### src/rtl/lrf_pkg.sv
package lrf_pkg;

  // Width of one byte lane for a given word and lane count.
  function automatic int lane_bits(input int data_w, input int lanes);
    return data_w / lanes;
  endfunction

  // True when a word splits into equal whole lanes.
  function automatic bit lanes_fit(input int data_w, input int lanes);
    return (lanes > 0) && (data_w % lanes == 0);
  endfunction

  // Number of entries addressed by an address of the given width.
  function automatic int entries(input int addr_w);
    return 1 << addr_w;
  endfunction

endpackage

### src/rtl/lrf_array.sv
module lrf_array
  import lrf_pkg::*;
#(
  parameter int ADDR_W = 7,
  parameter int DATA_W = 32,
  parameter int LANES  = 4
) (
  input  logic              clk,
  input  logic [ADDR_W-1:0] wr_addr,
  input  logic [LANES-1:0]  wr_we,
  input  logic [DATA_W-1:0] wr_data,
  input  logic [ADDR_W-1:0] rd_addr,
  output logic [DATA_W-1:0] rd_word
);
  localparam int DEPTH = entries(ADDR_W);
  localparam int LW    = lane_bits(DATA_W, LANES);

  logic [DATA_W-1:0] mem [DEPTH];

  // Lane-masked write: each enable bit touches only its own slice.
  always_ff @(posedge clk) begin
    for (int l = 0; l < LANES; l++) begin
      if (wr_we[l]) begin
        mem[wr_addr][l*LW +: LW] <= wr_data[l*LW +: LW];
      end
    end
  end

  // Stored word at the read address, before any write of this cycle.
  assign rd_word = mem[rd_addr];

endmodule

### src/rtl/lrf_bypass.sv
module lrf_bypass
  import lrf_pkg::*;
#(
  parameter int ADDR_W      = 7,
  parameter int DATA_W      = 32,
  parameter int LANES       = 4,
  parameter bit TRANSPARENT = 1'b1
) (
  input  logic [ADDR_W-1:0] rd_addr,
  input  logic [ADDR_W-1:0] wr_addr,
  input  logic [LANES-1:0]  wr_we,
  input  logic [DATA_W-1:0] wr_data,
  input  logic [DATA_W-1:0] arr_word,
  output logic              collide,
  output logic [LANES-1:0]  fwd_mask,
  output logic [DATA_W-1:0] next_word
);
  localparam int LW = lane_bits(DATA_W, LANES);

  assign collide = (rd_addr == wr_addr) && (|wr_we);

  generate
    if (TRANSPARENT) begin : g_write_through
      assign fwd_mask = collide ? wr_we : '0;
    end else begin : g_read_old
      assign fwd_mask = '0;
    end
  endgenerate

  for (genvar l = 0; l < LANES; l++) begin : g_lane
    assign next_word[l*LW +: LW] = fwd_mask[l] ? wr_data[l*LW +: LW]
                                                : arr_word[l*LW +: LW];
  end

endmodule

### src/rtl/lrf_rdreg.sv
module lrf_rdreg #(
  parameter int DATA_W = 32
) (
  input  logic              clk,
  input  logic              rst_n,
  input  logic [DATA_W-1:0] d,
  output logic [DATA_W-1:0] q
);
  always_ff @(posedge clk or negedge rst_n) begin
    if (!rst_n) q <= '0;
    else        q <= d;
  end
endmodule

### src/rtl/lane_regfile.sv
module lane_regfile
  import lrf_pkg::*;
#(
  parameter int ADDR_W      = 7,
  parameter int DATA_W      = 32,
  parameter int LANES       = 4,
  parameter bit TRANSPARENT = 1'b1
) (
  input  logic              clk,
  input  logic              rst_n,
  input  logic [ADDR_W-1:0] wr_addr,
  input  logic [LANES-1:0]  wr_we,
  input  logic [DATA_W-1:0] wr_data,
  input  logic [ADDR_W-1:0] rd_addr,
  output logic [DATA_W-1:0] rd_data
);
  generate
    if (!lanes_fit(DATA_W, LANES)) begin : g_bad_split
      $error("lane_regfile: DATA_W must be a multiple of LANES");
    end
  endgenerate

  // Named internal events, observed by the bound checker.
  logic [DATA_W-1:0] arr_rd;
  logic [DATA_W-1:0] next_rd;
  logic              collide;
  logic [LANES-1:0]  fwd_mask;

  lrf_array #(.ADDR_W(ADDR_W), .DATA_W(DATA_W), .LANES(LANES)) u_array (
    .clk     (clk),
    .wr_addr (wr_addr),
    .wr_we   (wr_we),
    .wr_data (wr_data),
    .rd_addr (rd_addr),
    .rd_word (arr_rd)
  );

  lrf_bypass #(.ADDR_W(ADDR_W), .DATA_W(DATA_W), .LANES(LANES),
               .TRANSPARENT(TRANSPARENT)) u_bypass (
    .rd_addr   (rd_addr),
    .wr_addr   (wr_addr),
    .wr_we     (wr_we),
    .wr_data   (wr_data),
    .arr_word  (arr_rd),
    .collide   (collide),
    .fwd_mask  (fwd_mask),
    .next_word (next_rd)
  );

  lrf_rdreg #(.DATA_W(DATA_W)) u_rdreg (
    .clk   (clk),
    .rst_n (rst_n),
    .d     (next_rd),
    .q     (rd_data)
  );

endmodule

### config.mk
export PLATFORM = sky130hd
export DESIGN_NAME = lane_regfile
export DESIGN_NICKNAME = d
export VERILOG_FILES = /design/src/rtl/lrf_pkg.sv /design/src/rtl/lrf_array.sv /design/src/rtl/lrf_bypass.sv /design/src/rtl/lrf_rdreg.sv /design/src/rtl/lane_regfile.sv
export SDC_FILE = /design/constraint.sdc
export NUM_CORES = 2
export LEC_CHECK = 0
export BUFFER_PORTS_ARGS = -buffer_cell sky130_fd_sc_hd__buf_2
export CORE_ASPECT_RATIO = 0.5
export CORE_UTILIZATION = 40
export CTS_CLUSTER_SIZE = 12
export DETAILED_ROUTE_END_ITERATION = 12
export GPL_TIMING_DRIVEN = 1
export PLACE_DENSITY = 0.62
export SLEW_MARGIN = 30
export SYNTH_ARGS = -nofsm -noshare
export SYNTH_HDL_FRONTEND = slang
export SYNTH_SLANG_ARGS = --single-unit
### constraint.sdc
create_clock -name clk -period 2.01 [get_ports clk]
set_input_delay 0.402 -clock clk [delete_from_list [all_inputs] [get_ports clk]]
set_output_delay 0.402 -clock clk [all_outputs]
set_load 0.005 [all_outputs]
==> metrics <==
maximum VDD drop=0.000757 V; fmax=0.420 GHz; Initial Util=40.3%; Skew-Pair Late Insertion Delay=0.94 ns; die area=406000 um^2; vias in the first global route=85693; detailed-route vias per instance=5.84; Die W=900 um; fin crit share=118%; total power=0.176 W; Synth Register Bits=4128; Root Buffer=clkbuf_16; die height=451 um; final setup TNS=-1.34 ns; clock skew=0.0452 ns; io pins=84; final setup vio count=21; worst path bufs/invs=1; Cell Chain, Critical Path=mux4_2, o22ai_4, nor4_4, o211ai_1, buf_4, o211ai_1; Primary FF master, synth=edfxtp_1; crit-path max FO=1; most frequent cells in the layout=4096 x edfxtp_1, 1135 x buf_4, 954 x mux4_2, 515 x buf_12, 419 x clkbuf_16; CP startpoint kind=flip-flop; Avg Inst Size Synth=21.3 um^2; PnR worst setup slack=-0.370 ns; sequential element share of the synthesized area=76.7%; Slew @ Worst Pin=0.924 ns; Post-synth EDFFs=4096; placer congestion estimate=0.867; first-pass GRT wire length=647000 um; grt total ovfl=0; DR vias=86707; failing checks=setup timing; ys async rst share=0.775%; routed len/inst=31.1 um; Core Area=400000 um^2; H-tree lvl count=5; Final Max Tran Viols=0; cells after synthesis=7586; I/O Buffers=83; Critical Path Most Common Cell=o211ai_1; dpl cell area=185000 um^2; Post-DRT Antenna Nets=0; Distinct cells, synth=73; Net Count, Synth=7638; drc violations=0; DRT Wirelength=462000 um; family with the most delay on the worst path=compound AO/OA/AOI/OAI gates; Leakage=64.8 nW; share of post-route cells with drive strength above 1=37.1%; initial antenna violation count=25; Initial DRC Count=11117; run status=finished, violations left; slowest cell on the critical path=o211ai_1; number of max-cap violations=0; slowest cell delay on critical path=0.66 ns; mapped cell area=161000 um^2; Clock Pin Slew Worst Setup and Hold Paths=0.07 ns; Tot GR Track Use=22.2%; Synth warnings=0; DRT Pass-1 Iters=5; TritonCTS Buffers=398; max_slew headroom=38.1%; Crit Path Category=flip-flop to flip-flop; Final #Nets=9317; Post-DP HPWL=313000 um; number of fill cells in the layout=31660; Period minus WS final=2.38 ns; Rows=164; Final Hold Fails=0; post-route cell area=199000 um^2; CP required=2.80 ns; PwrDens=883 nW/um^2; clk buf depth=4; most common cell after layout, fill and taps aside=edfxtp_1; Hold WS=0.184 ns; worst min-delay path class=input pin to flip-flop; RSZ-0062 raised after global routing=yes; WP data arrival=3.17 ns; Area Overhead vs Synth=23.4%; Clock Sinks=4128; crit path capture type=flip-flop; largest net degree at the start of global routing=115; CTS tree=built
## per-layer routing
layer / wire (um) / global-route usage, % / share of wire (%)
met5: 44 / 0 / 0.0095
met3: 44400 / 4.48 / 9.6
met2: 215000 / 34.7 / 47
met4: 13100 / 5.92 / 2.8
met1: 189000 / 32.0 / 41
## registers in the layout (all words and copies together) (netlist names)
register and cells:
u_array.mem 4096, u_rdreg.q 32
## layout make-up
cell class                 count  area, um^2  area share, %
timing repair buffer        1791       20600           10.4
tap                         5395        6750           3.39
clock inverter                42         345          0.173
antenna                        9        22.5         0.0113
sequential                  4128      124000           62.2
inverter                       5        36.3         0.0182
multi-input combinational   2941       36700           18.4
clock buffer                 539       10800           5.42
## path summary, 6_finish.rpt
kind	start	endpoint	slack (ns)	cells past startpoint
min	wr_we[2]	u_array.mem[107][19]$_DFFE_PP_	0.18	3
max	u_array.mem[3][29]$_DFFE_PP_	u_rdreg.q[29]$_DFF_PN0_	-0.37	6
max in group asynchronous	rst_n	u_rdreg.q[15]$_DFF_PN0_	1.05	4
min reg2reg	u_array.mem[120][4]$_DFFE_PP_	u_rdreg.q[4]$_DFF_PN0_	0.95	6
min in group asynchronous	rst_n	u_rdreg.q[0]$_DFF_PN0_	0.58	4
max reg2reg	u_array.mem[3][29]$_DFFE_PP_	u_rdreg.q[29]$_DFF_PN0_	-0.37	6
## cell usage after synthesis, types with 6 or more instances
cell type  number  share of area [%]
edfxtp_1     4096                 76
mux4_2        943                 13
and2_1        257                1.0
nor3_1        255               0.79
clkbuf_1      232               0.54
mux2i_1       204                1.3
nand2_1       202               0.47
nor2_1        190               0.44
o22ai_1       147               0.57
a22oi_1       107               0.50
buf_2          94               0.29
a21oi_1        69               0.21
buf_4          61               0.28
o21ai_0        59               0.18
nand3_1        56               0.17
o221ai_1       48               0.26
buf_1          41              0.095
and3_1         40               0.16
a221oi_1       38               0.21
o211ai_1       34               0.16
dfrtp_1        32               0.50
buf_6          31               0.22
buf_8          30               0.28
mux4_1         29               0.47
o2111ai_1      25               0.14
a31oi_1        23              0.089
a211oi_1       22               0.10
nor2b_1        21              0.081
mux2_2         19               0.13
buf_12         18               0.22
nor4_1         15              0.058
nand4_1        13              0.050
a2111oi_0      11              0.060
a32oi_1        11              0.060
or3_1          11              0.043
nand2b_1       10              0.039
and4_1          7              0.038
o22a_1          6              0.033
or2_2           6              0.023
xor2_1          6              0.033
## power by group
group	internal, W	switching, W	leakage (nW)	total [W]
registers	0.0950	0.000222	37.2	0.0953
logic	0.00508	0.00742	22.2	0.0125
clock network	0.0374	0.0306	5.40	0.0680
## tightest hold or removal path: cells and delay by family
kind | cells | cell delay (ns)
and+or+nand+nor | 1 | 0.12
buffers and inverters | 2 | 0.38
## kinds of logic (layout without fill, tap and decap cells)
family                 Yosys count  after routing  synth area share, %
XOR/XNOR                         7              7               0.0380
AND/OR/NAND/NOR               1096           1096                 3.43
AO/OA/AOI/OAI                  642            642                 2.79
flip-flops                    4128           4128                 76.7
other                            0              9                    0
multiplexers                  1196           1196                 15.0
buffers and inverters          517           2377                 1.97
## timing repair
action,in CTS,in global routing
pin swaps,40,58
gates resized for setup,182,158
hold buffers,34,0
buffers inserted,16,47
gates cloned,5,10
endpoints found under the setup margin,40,32
endpoints found under the hold margin,712,0
## per-stage QoR
step                      setup WS [ns]  instances  util [%]
after detailed placement          -1.62      14159      46.2
after floorplan                  -0.279       7586         -
after global placement            -1.71      14156      46.2
after CTS                        -0.368      14786      49.4
after global routing             -0.553      14847      49.7
final                            -0.370      14850      49.7
Power figures use the tool's default switching activity.
